===== src/rtl/rf_pkg.sv =====
package rf_pkg;

  typedef enum logic [1:0] {
    OP_OTHER  = 2'd0,
    OP_BRANCH = 2'd1,
    OP_LOAD   = 2'd2,
    OP_STORE  = 2'd3
  } op_class_e;

  // Event bit positions with fixed meaning
  localparam int unsigned EV_RETIRED    = 1;
  localparam int unsigned EV_MISPREDICT = 7;
  localparam int unsigned EV_MISALIGNED = 11;

endpackage


===== src/rtl/rf_latency_timer.sv =====
module rf_latency_timer #(
  parameter int unsigned LAT_W = 12
) (
  input  logic             clk,
  input  logic             rst_n,
  input  logic             start_i,
  input  logic             done_i,
  output logic [LAT_W-1:0] lat_o
);

  localparam logic [LAT_W-1:0] LAT_MAX = '1;
  localparam logic [LAT_W-1:0] LAT_ONE = LAT_W'(1);

  logic             busy_q, busy_d;
  logic [LAT_W-1:0] cnt_q, cnt_d;
  logic             accept;
  logic             cnt_en;

  // A new selection is taken only when nothing is outstanding or the
  // outstanding record completes in this same cycle.
  assign accept = start_i && (!busy_q || done_i);
  assign cnt_en = accept || (busy_q && !done_i && (cnt_q != LAT_MAX));

  always_comb begin
    busy_d = busy_q;
    cnt_d  = cnt_q;
    if (accept) begin
      busy_d = 1'b1;
      cnt_d  = LAT_ONE;
    end else if (done_i) begin
      busy_d = 1'b0;
    end else if (cnt_en) begin
      cnt_d = cnt_q + LAT_ONE;
    end
  end

  always_ff @(posedge clk or negedge rst_n) begin
    if (!rst_n) begin
      busy_q <= 1'b0;
      cnt_q  <= '0;
    end else begin
      busy_q <= busy_d;
      if (cnt_en) cnt_q <= cnt_d;
    end
  end

  assign lat_o = cnt_q;

  // an outstanding sample keeps counting by one, whatever start_i does
  a_r5_count_step: assert property (@(posedge clk) disable iff (!rst_n)
    (busy_q && !done_i && (cnt_q != LAT_MAX)) |=> (cnt_q == LAT_W'($past(cnt_q) + LAT_ONE)));

  // the count stays at its ceiling
  a_r6_hold_max: assert property (@(posedge clk) disable iff (!rst_n)
    (busy_q && !done_i && (cnt_q == LAT_MAX)) |=> (cnt_q == LAT_MAX));

endmodule


===== src/rtl/rf_criteria.sv =====
module rf_criteria
  import rf_pkg::*;
#(
  parameter int unsigned EV_W  = 16,
  parameter int unsigned LAT_W = 12
) (
  input  op_class_e        op_i,
  input  logic [EV_W-1:0]  events_i,
  input  logic             en_branch_i,
  input  logic             en_load_i,
  input  logic             en_store_i,
  input  logic [EV_W-1:0]  ev_mask_i,
  input  logic [LAT_W-1:0] min_lat_i,
  input  logic [LAT_W-1:0] lat_i,
  output logic             pass_o
);

  logic any_en;
  logic class_ok;
  logic events_ok;
  logic lat_ok;

  always_comb begin
    any_en   = en_branch_i | en_load_i | en_store_i;
    class_ok = !any_en
             | (en_branch_i && (op_i == OP_BRANCH))
             | (en_load_i   && (op_i == OP_LOAD))
             | (en_store_i  && (op_i == OP_STORE));
    events_ok = ((events_i & ev_mask_i) == ev_mask_i);
    lat_ok    = (lat_i >= min_lat_i);
    pass_o    = class_ok && events_ok && lat_ok;
  end

endmodule


===== src/rtl/rec_filter.sv =====
module rec_filter
  import rf_pkg::*;
#(
  parameter int unsigned EV_W  = 16,
  parameter int unsigned LAT_W = 12
) (
  input  logic             clk,
  input  logic             rst_n,
  input  logic             sample_start,
  input  logic             rec_valid,
  input  logic [1:0]       rec_type,
  input  logic [EV_W-1:0]  rec_events,
  input  logic             cfg_keep_branch,
  input  logic             cfg_keep_load,
  input  logic             cfg_keep_store,
  input  logic [EV_W-1:0]  cfg_event_mask,
  input  logic [LAT_W-1:0] cfg_min_lat,
  output logic             dec_valid,
  output logic             dec_keep,
  output logic [LAT_W-1:0] dec_latency
);

  logic [LAT_W-1:0] lat_now;
  logic             pass;

  logic             vld_q, vld_d;
  logic             keep_q, keep_d;
  logic [LAT_W-1:0] lat_q;

  rf_latency_timer #(.LAT_W(LAT_W)) u_timer (
    .clk     (clk),
    .rst_n   (rst_n),
    .start_i (sample_start),
    .done_i  (rec_valid),
    .lat_o   (lat_now)
  );

  rf_criteria #(.EV_W(EV_W), .LAT_W(LAT_W)) u_criteria (
    .op_i        (op_class_e'(rec_type)),
    .events_i    (rec_events),
    .en_branch_i (cfg_keep_branch),
    .en_load_i   (cfg_keep_load),
    .en_store_i  (cfg_keep_store),
    .ev_mask_i   (cfg_event_mask),
    .min_lat_i   (cfg_min_lat),
    .lat_i       (lat_now),
    .pass_o      (pass)
  );

  always_comb begin
    vld_d  = rec_valid;
    keep_d = rec_valid && pass;
  end

  always_ff @(posedge clk or negedge rst_n) begin
    if (!rst_n) begin
      vld_q  <= 1'b0;
      keep_q <= 1'b0;
      lat_q  <= '0;
    end else begin
      vld_q  <= vld_d;
      keep_q <= keep_d;
      if (rec_valid) lat_q <= lat_now;
    end
  end

  assign dec_valid   = vld_q;
  assign dec_keep    = keep_q;
  assign dec_latency = lat_q;

  // keep is never shown without a valid verdict
  a_r8_keep_needs_valid: assert property (@(posedge clk) disable iff (!rst_n)
    !dec_valid |-> !dec_keep);

  // a kept record met the threshold in force when it completed
  a_r4_kept_meets_min: assert property (@(posedge clk) disable iff (!rst_n)
    (dec_valid && dec_keep) |-> (dec_latency >= $past(cfg_min_lat)));

  // a kept record carried every required event
  a_r3_kept_has_events: assert property (@(posedge clk) disable iff (!rst_n)
    (dec_valid && dec_keep) |->
      (($past(rec_events) & $past(cfg_event_mask)) == $past(cfg_event_mask)));

  // with only the branch enable set, a kept record is a branch
  a_r2_branch_only: assert property (@(posedge clk) disable iff (!rst_n)
    (dec_keep && $past(cfg_keep_branch) && !$past(cfg_keep_load) && !$past(cfg_keep_store))
      |-> ($past(rec_type) == 2'd1));

endmodule


===== config.mk =====
export PLATFORM = sky130hd
export DESIGN_NAME = rec_filter
export DESIGN_NICKNAME = d
export VERILOG_FILES = /design/src/rtl/rf_pkg.sv /design/src/rtl/rf_latency_timer.sv /design/src/rtl/rf_criteria.sv /design/src/rtl/rec_filter.sv
export SDC_FILE = /design/constraint.sdc
export NUM_CORES = 1
export LEC_CHECK = 0
export BUFFER_PORTS_ARGS = -buffer_cell sky130_fd_sc_hd__buf_2
export CELL_PAD_IN_SITES_DETAIL_PLACEMENT = 1
export CELL_PAD_IN_SITES_GLOBAL_PLACEMENT = 1
export CORE_MARGIN = 10
export CORE_UTILIZATION = 32
export CTS_CLUSTER_DIAMETER = 200
export DETAILED_ROUTE_END_ITERATION = 8
export PLACE_DENSITY_LB_ADDON = 0.1
export SYNTH_ARGS = -nofsm -noshare
export SYNTH_HDL_FRONTEND = slang
export SYNTH_SLANG_ARGS = --single-unit

===== constraint.sdc =====
create_clock -name clk -period 1.3 [get_ports clk]
set_clock_uncertainty 0.05 [all_clocks]
set_input_delay 0.065 -clock clk [delete_from_list [all_inputs] [get_ports clk]]
set_output_delay 0.065 -clock clk [all_outputs]
set_load 0.02 [all_outputs]

# Word-level counts from Yosys, hierarchy flattened

Index checks and enable logic that the tools add are counted.

Magnitude comparators: 1
Eq/ne operators: 6
Reductions and logical operators: 16
$mul: 0
Muxes and demuxes: 4
Div/mod/pow operators: 0
Add/subtract/negate cells: 1
Shift operators: 0
Bitwise gates (word level): 6

Operators with widths:

| cell                                                                     | number |
|---|---|
| 12-bit 2-to-1 mux                                                        | 2 |
| 16-bit AND                                                               | 1 |
| 16-bit equality test                                                     | 1 |
| 12-bit by 1-bit adder with 12-bit output (second input constant)         | 1 |
| 12-bit >= comparator                                                     | 1 |
| 12-bit inequality test (second input constant)                           | 1 |
| 1-bit logical AND                                                        | 9 |
| 1-bit bitwise OR                                                         | 5 |
| 2-bit equality test (second input constant)                              | 2 |
| 1-bit logical NOT                                                        | 3 |
| 2-bit by 1-bit equality test with 1-bit output (second input constant)   | 1 |
| 1-bit logical OR                                                         | 2 |
| 1-bit 2-to-1 mux                                                         | 2 |
| 2-bit by 1-bit inequality test with 1-bit output (second input constant) | 1 |
| 2-bit AND reduction                                                      | 1 |
| 2-bit nonzero test                                                       | 1 |

Word-level logic and storage cells: 39
Output and inout port bits: 14
Latch bits: 0
Memories kept: 0
Bits in read-only memories: 0
Bits in writable memories: 0
Register bits after elaboration: 27

# Logic depth before layout (Yosys ltp)

Gate-level depths: netlist (run 1).

Depth in word-level cells: 9
Depth in mapped cells: 7
Depth with buffers taken out: 7

# Hierarchy

Synthesis (run 1) repeated with hierarchy kept, for this count alone.

Cells, all modules: 173
Area, all modules: 1751.7 µm²

Modules (own cells, without submodules):

| module           | cells an instance | instances | area an instance (µm²) |
|---|---|---|---|
| rf_latency_timer | 73                | 1         | 758.2 |
| rec_filter       | 28                | 1         | 538.0 |
| rf_criteria      | 72                | 1         | 455.4 |

# Worst setup path after synthesis (run 1)

No wires, ideal clock.

Path type: register to register
Start: register u_timer.cnt_q[2] (netlist: u_timer.lat_o[2])
End: register keep_q (netlist: dec_keep)
Cell stages (with the launch flop): 6
Path buffers: 0
Data required time: 1172 ps
Setup slack: -192 ps
Arrival time: 1365 ps
Setup time: 78 ps
Clock period less this slack: 1492 ps
Cell sequence: dfrtp_1 > ha_1 > o211ai_1 > a2111oi_0 > o21ai_0 > a21oi_1

Cells in the longest elaborated chain, start to end: 3

Ends and longest elaborated chain:

| what                   | RTL line               | text |
|---|---|---|
| start, declared        | rf_latency_timer.sv:15 | `logic [LAT_W-1:0] cnt_q, cnt_d;` |
| start signal, assigned | rf_latency_timer.sv:43 | `if (cnt_en) cnt_q <= cnt_d;` |
| 12-bit >= comparator   | rf_criteria.sv:30      | `lat_ok = (lat_i >= min_lat_i);` |
| 1-bit logical AND      | rf_criteria.sv:31      | `pass_o = class_ok && events_ok && lat_ok;` |
| 1-bit logical AND      | rec_filter.sv:52       | `keep_d = rec_valid && pass;` |
| via keep_d             | rec_filter.sv:27       | `logic keep_q, keep_d;` |
| end signal, assigned   | rec_filter.sv:62       | `keep_q <= keep_d;` |
| end, declared          | rec_filter.sv:27       |  |

The timed path passes the listed nets, and every way through them passes these cells.
A chain may end at the register's enable or synchronous reset.

# Worst setup path after layout (run 1)

Start: register u_timer.cnt_q[1] (netlist: u_timer.lat_o[1])
End: register keep_q (netlist: dec_keep)

Same word-level chain as after synthesis.

==> results of run 1 <==
## cell usage after synthesis (2+ instances only)
master      n  share of area, %
inv_1      30               6.8
dfrtp_1    27                41
ha_1       13               9.8
nor2_1     13               2.9
mux2_2     12               8.1
nand2_1     7               1.6
o22ai_1     6               2.3
nand3_1     5               1.5
xor2_1      5               2.6
a21oi_1     4               1.2
nor3_1      4               1.2
nand4_1     3               1.1
o21ai_0     3              0.90
xnor2_1     3               1.6
a2111oi_0   2               1.1
a21o_1      2              0.90
a31oi_1     2              0.75
nand2b_1    2              0.75
o211ai_1    2              0.90
## where the power goes
part | internal [W] | leakage, nW | total [W] | switching (W)
sequential | 0.000877 | 0.361 | 0.000909 | 0.0000315
clock | 0.000219 | 0.0228 | 0.000468 | 0.000249
combinational | 0.000275 | 1.09 | 0.000513 | 0.000238
total | 0.00137 | 1.48 | 0.00189 | 0.000518
## cells in the final DEF (no fill, tap or decap), types with 3 or more instances in the layout
cell       n
o22ai_1    6
inv_1     29
ha_1      10
buf_4     31
nand2_1    6
clkbuf_8   3
mux2_2    12
ha_4       3
a21oi_1    4
xnor2_1    3
xor2_1     5
dfrtp_1   26
buf_6      9
buf_2     66
nand4_1    3
nor2_1    10
nand3_1    4
## logic make-up (layout without fill, tap and decap cells)
family                     after synthesis  in the layout  synth area share [%]
muxes                                   13             13                 8.715
and+or+nand+nor                         50             50                 18.71
AOI/OAI and AO/OA                       25             25                 10.07
xor gates and xnor gates                 8              8                 4.208
buffers and inverters                   33            143                 7.964
DFF                                     27             27                 40.57
adders and majority gates               13             13                 9.767
## layer usage
| metal | track usage (%) | up-vias | wire length, microns |
|---|---|---|---|
| li1 | - | 804 | - |
| met1 | 13.63 | 791 | 2104 |
| met2 | 23.94 | 25 | 2929 |
| met3 | 3.504 | 4 | 236 |
| met4 | 1.542 | 0 | 46 |
| met5 | 0 | - | 0 |
## final cells by class
type / count / share of cell area (%)
clock buffer: 4 / 1.686
timing repair buffer: 109 / 26.74
inverter: 30 / 4.215
sequential: 27 / 25.34
multi-input combinational: 109 / 38.74
tap: 70 / 3.279
## how the worst min path moves through the flow
stage | from | endpoint | cells after the start
after floorplan | rst_n | dec_keep | 0
after global placement | rst_n | dec_keep | 1
final | sample_start | u_timer.busy_q | 2
after detailed placement | rst_n | dec_keep | 1
after CTS | sample_start | u_timer.busy_q | 2
after global routing | rec_valid | dec_valid | 2
## critical path: stages, from the launching register on
cell and delay, ns:
dfrtp_2 0.45, ha_4 0.27, o211ai_1 0.11, a2111oi_2 0.38
o21ai_1 0.13, a21oi_1 0.15
## state kept, by name (all words and copies together), names as in the netlist
register,count
dec_latency,12
u_timer.lat_o,12
dec_keep,1
dec_valid,1
u_timer.busy_q,1
## repair_timing
item,4_1_cts,5_1_grt
pin swaps,16,10
gates resized for setup,28,12
hold buffers,1,0
setup endpoints to repair,13,13
buffers inserted,7,7
hold endpoints to repair,27,0
## per-stage QoR
step,area [sq um],instances,setup TNS [ns],setup slack (ns)
5_1_grt,2671,349,-3.341,-0.4139
3_5_place_dp,2318,331,-2.199,-0.2615
3_3_place_gp,2318,331,-1.912,-0.2390
6_report,2671,349,-2.435,-0.3024
2_1_floorplan,1690,169,-0.7283,-0.1544
4_1_cts,2560,343,-1.713,-0.2471
==> run_results.csv, run 1 <==
group,metric,value,unit
timing,hold_slack,0.04101,ns
global_routing,antenna_found_initial,0,
worst_setup_path,reg2reg_depth,5,
synthesis,postSynthAreaPerCell,9.854,sq um
power_and_ir_drop,p_total,0.001890,W
synthesis,syn-cell-area,1665,sq um
global_routing,first_global_vias,1783,
power_and_ir_drop,peakVddDrop,582.8,uV
global_routing,grt_max_degree,15,
worst_setup_path,cp-end-kind,"flop",
route,totalWireLength,5.317,mm
clock_network,clock-sinks,27,
job,maxCapViolations,0,
clock_network,cts_root_buffer,"clkbuf_8",
run_status,violations,"negative setup slack",
global_routing,grt_usage,12.53,%
final_layout,area_delta_synth_final,60.41,%
placed_design,dp_hpwl,4.201,mm
synthesis,yosys_warnings,0,
final_layout,fin_util,52.64,%
timing,min_period,1.602,ns
clock_network,cts_htree_levels,1,
route,first_pass_iters,4,
worst_setup_path,required,1.45,ns
final_layout,seq_area,676.9,sq um
route,drtIter0Drc,32,
timing,setup_violations,13,
final_layout,n_fill_cell,622,
synthesis,synth_edf_count,0,
floorplanning,rows,26,
timing,slew_headroom,71.39,%
timing,worst_slew_pin_slew,0.4238,ns
worst_setup_path,crit_fanout,3,
worst_setup_path,r2r_slack,-0.30,ns
synthesis,yosys.cell_types.count,43,
synthesis,syn_inst,169,
final_layout,multiInputGateArea,1035,sq um
worst_setup_path,cp-startpoint,"u_timer.lat_o[1]",
worst_setup_path,crit_type,"flop to flop",
placed_design,port_buffers,66,
route,via_per_inst,4.653,
route,wire_per_inst,15.23,microns
floorplanning,ios,67,
final_layout,antenna_cells,0,
worst_setup_path,regToRegEndpoint,"dec_keep",
floorplanning,die_area,8490,sq um
clock_network,clock_path_buffers,2,
worst_setup_path,crit_path_end,"dec_keep",
timing,finalHoldViolations,0,
floorplanning,die_w,92.14,microns
power_and_ir_drop,p_leak,1.478,nW
global_routing,grt.overflow.total,0,
timing,post-route-period-util,123.3,%
synthesis,async_reset_ff_share,100.0,%
synthesis,synth_seq_cells,27,
timing,rsz0062_at_grt,"true",
route,vias,1624,
synthesis,synth_ff_type,"dfrtp_1",
timing,setup_slack,-0.3024,ns
route,drc,0,
timing,fmax,624.1,MHz
clock_network,clkLatencyLatePin,0.27,ns
global_routing,grt_pass1_wl,8.680,mm
worst_setup_path,arrival,1.75,ns
floorplanning,die_y,92.14,microns
floorplanning,start_util,32.82,%
worst_setup_path,start_kind,"flop",
placed_design,gp_congestion,0.7453,
power_and_ir_drop,powerDensity,707.4,nW/um^2
worst_setup_path,rr_startpoint,"u_timer.lat_o[1]",
route,antenna_left,0,
clock_network,tritoncts,"done",
worst_hold_path,min_path_type,"input port to flop",
synthesis,syn_nets,235,
final_layout,layout-drive-gt1-share,53.41,%
final_layout,fin_nets,346,
clock_network,numCtsBuffers,3,
timing,slew_violations,0,
synthesis,yosysSeqAreaShare,40.57,%
clock_network,clk_pin_slew,0.09,ns
run_status,status,"complete, but fails checks",
floorplanning,core_area,5075,sq um
(Power assumes the default switching activity.)
==> run 2, diff against run 1 <==
Settings changed: HOLD_SLACK_MARGIN set to 0.05.
==> run_results.csv, run 2 (synthesized netlist as in run 1, its figures left out) <==
group,metric,value,unit
run_status,status,"complete, but fails checks",
run_status,violations,"negative setup slack",
global_routing,grt_max_degree,15,
floorplanning,rows,26,
worst_setup_path,cpPeakStageDelay,0.45,ns
timing,worst_slew_pin_slew,0.4238,ns
route,drc,0,
timing,setup_slack,-0.3045,ns
timing,post-route-period-util,123.4,%
clock_network,numCtsBuffers,3,
timing,hold_slack,0.06522,ns
placed_design,port_buffers,66,
route,totalWireLength,5.379,mm
final_layout,final_cell_mix,"66 x buf_2, 31 x buf_4, 29 x inv_1, 26 x dfrtp_1, 12 x mux2_2",
floorplanning,die_y,92.14,microns
timing,setup_violations,13,
clock_network,cts_htree_levels,1,
worst_setup_path,critPathSlowestCell,"dfrtp_2",
timing,slew_headroom,71.39,%
power_and_ir_drop,powerDensity,704.9,nW/um^2
clock_network,clk_pin_slew,0.09,ns
power_and_ir_drop,p_leak,1.486,nW
worst_setup_path,start_kind,"flop",
floorplanning,ios,67,
clock_network,cts_root_buffer,"clkbuf_8",
worst_setup_path,worst-path-buf-inv,0,
timing,finalHoldViolations,0,
worst_setup_path,crit_fanout,3,
route,vias,1635,
power_and_ir_drop,peakVddDrop,591.8,uV
route,wire_per_inst,15.32,microns
power_and_ir_drop,p_total,0.001897,W
route,drtIter0Drc,25,
route,antenna_left,0,
global_routing,grt_usage,12.61,%
floorplanning,die_area,8490,sq um
final_layout,layout-drive-gt1-share,53.02,%
placed_design,gp_congestion,0.7453,
clock_network,clkLatencyLatePin,0.27,ns
worst_setup_path,required,1.45,ns
clock_network,clock_path_buffers,2,
worst_hold_path,min_path_type,"input port to flop",
final_layout,antenna_cells,0,
job,maxCapViolations,0,
worst_setup_path,crit_family,"compound AO/OA/AOI/OAI gates",
timing,rsz0062_at_grt,"true",
final_layout,seq_area,676.9,sq um
timing,min_period,1.604,ns
final_layout,area_delta_synth_final,61.61,%
timing,slew_violations,0,
global_routing,first_global_vias,1791,
placed_design,dpl.cell_count,331,
global_routing,antenna_found_initial,0,
clock_network,clock-sinks,27,
timing,fmax,623.3,MHz
floorplanning,core_area,5075,sq um
worst_setup_path,path_cells,"ha_4 -> o211ai_1 -> a2111oi_2 -> o21ai_1 -> a21oi_1",
floorplanning,start_util,32.82,%
placed_design,dp_hpwl,4.201,mm
worst_setup_path,arrival,1.76,ns
worst_setup_path,cp-end-kind,"flop",
final_layout,n_fill_cell,618,
final_layout,multiInputGateArea,1035,sq um
timing,finalSetupTns,-2.397,ns
final_layout,fin_nets,348,
global_routing,grt_pass1_wl,8.742,mm
route,first_pass_iters,4,
global_routing,grt.overflow.total,0,
worst_setup_path,crit_type,"flop to flop",
route,via_per_inst,4.658,
floorplanning,die_w,92.14,microns
final_layout,final_common_cell,"buf_2",
final_layout,fin_cells,351,
clock_network,tritoncts,"done",
## run 2: cell types whose count changed in the layout (fill, tap and decap cells not counted)
cell / delta
dlygate4sd3_1: +2
## run 2: stage by stage
step,worst slack [ns],area (sq um),util (%)
finish,-0.3045,2691,53.03
global route,-0.4139,2691,53.03
CTS,-0.2471,2580,50.84
detailed placement,-0.2615,2318,45.69
global placement,-0.2390,2318,45.69
floorplan,-0.1544,1690,-
## run 2: what timing repair did
item,CTS,global route
buffers inserted,7,7
cloned,0,0
endpoints found under the setup margin,13,13
endpoints found under the hold margin,29,0
pin swaps,16,10
resized for setup,28,12
hold buffers,3,0
## run 2: final timing paths
path	from	depth (start not counted)	endpoint	slack [ns]
min in group asynchronous	rst_n	2	u_timer.lat_o[11]	0.19
worst min-delay path	cfg_event_mask[15]	4	dec_keep	0.07
worst min register to register	dec_latency[10]	1	dec_latency[10]	0.46
max in group asynchronous	rst_n	3	u_timer.lat_o[3]	0.60
worst max register to register	u_timer.lat_o[1]	5	dec_keep	-0.30
worst max-delay path	u_timer.lat_o[1]	5	dec_keep	-0.30
## run 2: cell type report
type	count	area share (%)
Multi-Input combinational cell	109	38.45
Timing Repair Buffer	111	27.29
Sequential cell	27	25.15
Inverter	30	4.184
Tap cell	70	3.254
Clock buffer	4	1.674
## run 2: worst register-to-register path: stages (launching register included)
cell	delay (ns)
dfrtp_2	0.45
ha_4	0.27
o211ai_1	0.10
a2111oi_2	0.38
o21ai_1	0.13
a21oi_1	0.15
## run 2: routing by layer
| metal | vias to the layer above | GRT usage, % | share of wire, % |
|---|---|---|---|
| li1 | 806 | - | - |
| met2 | 22 | 24.18 | 56 |
| met3 | 4 | 3.504 | 4.2 |
| met4 | 0 | 1.542 | 0.86 |
| met1 | 803 | 13.68 | 39 |
| met5 | - | 0 | 0 |
## run 2: where the power goes
part	switching, W	internal, W
registers	0.0000322	0.000877
clock network	0.000251	0.000220
logic	0.000239	0.000278
total	0.000522	0.00137
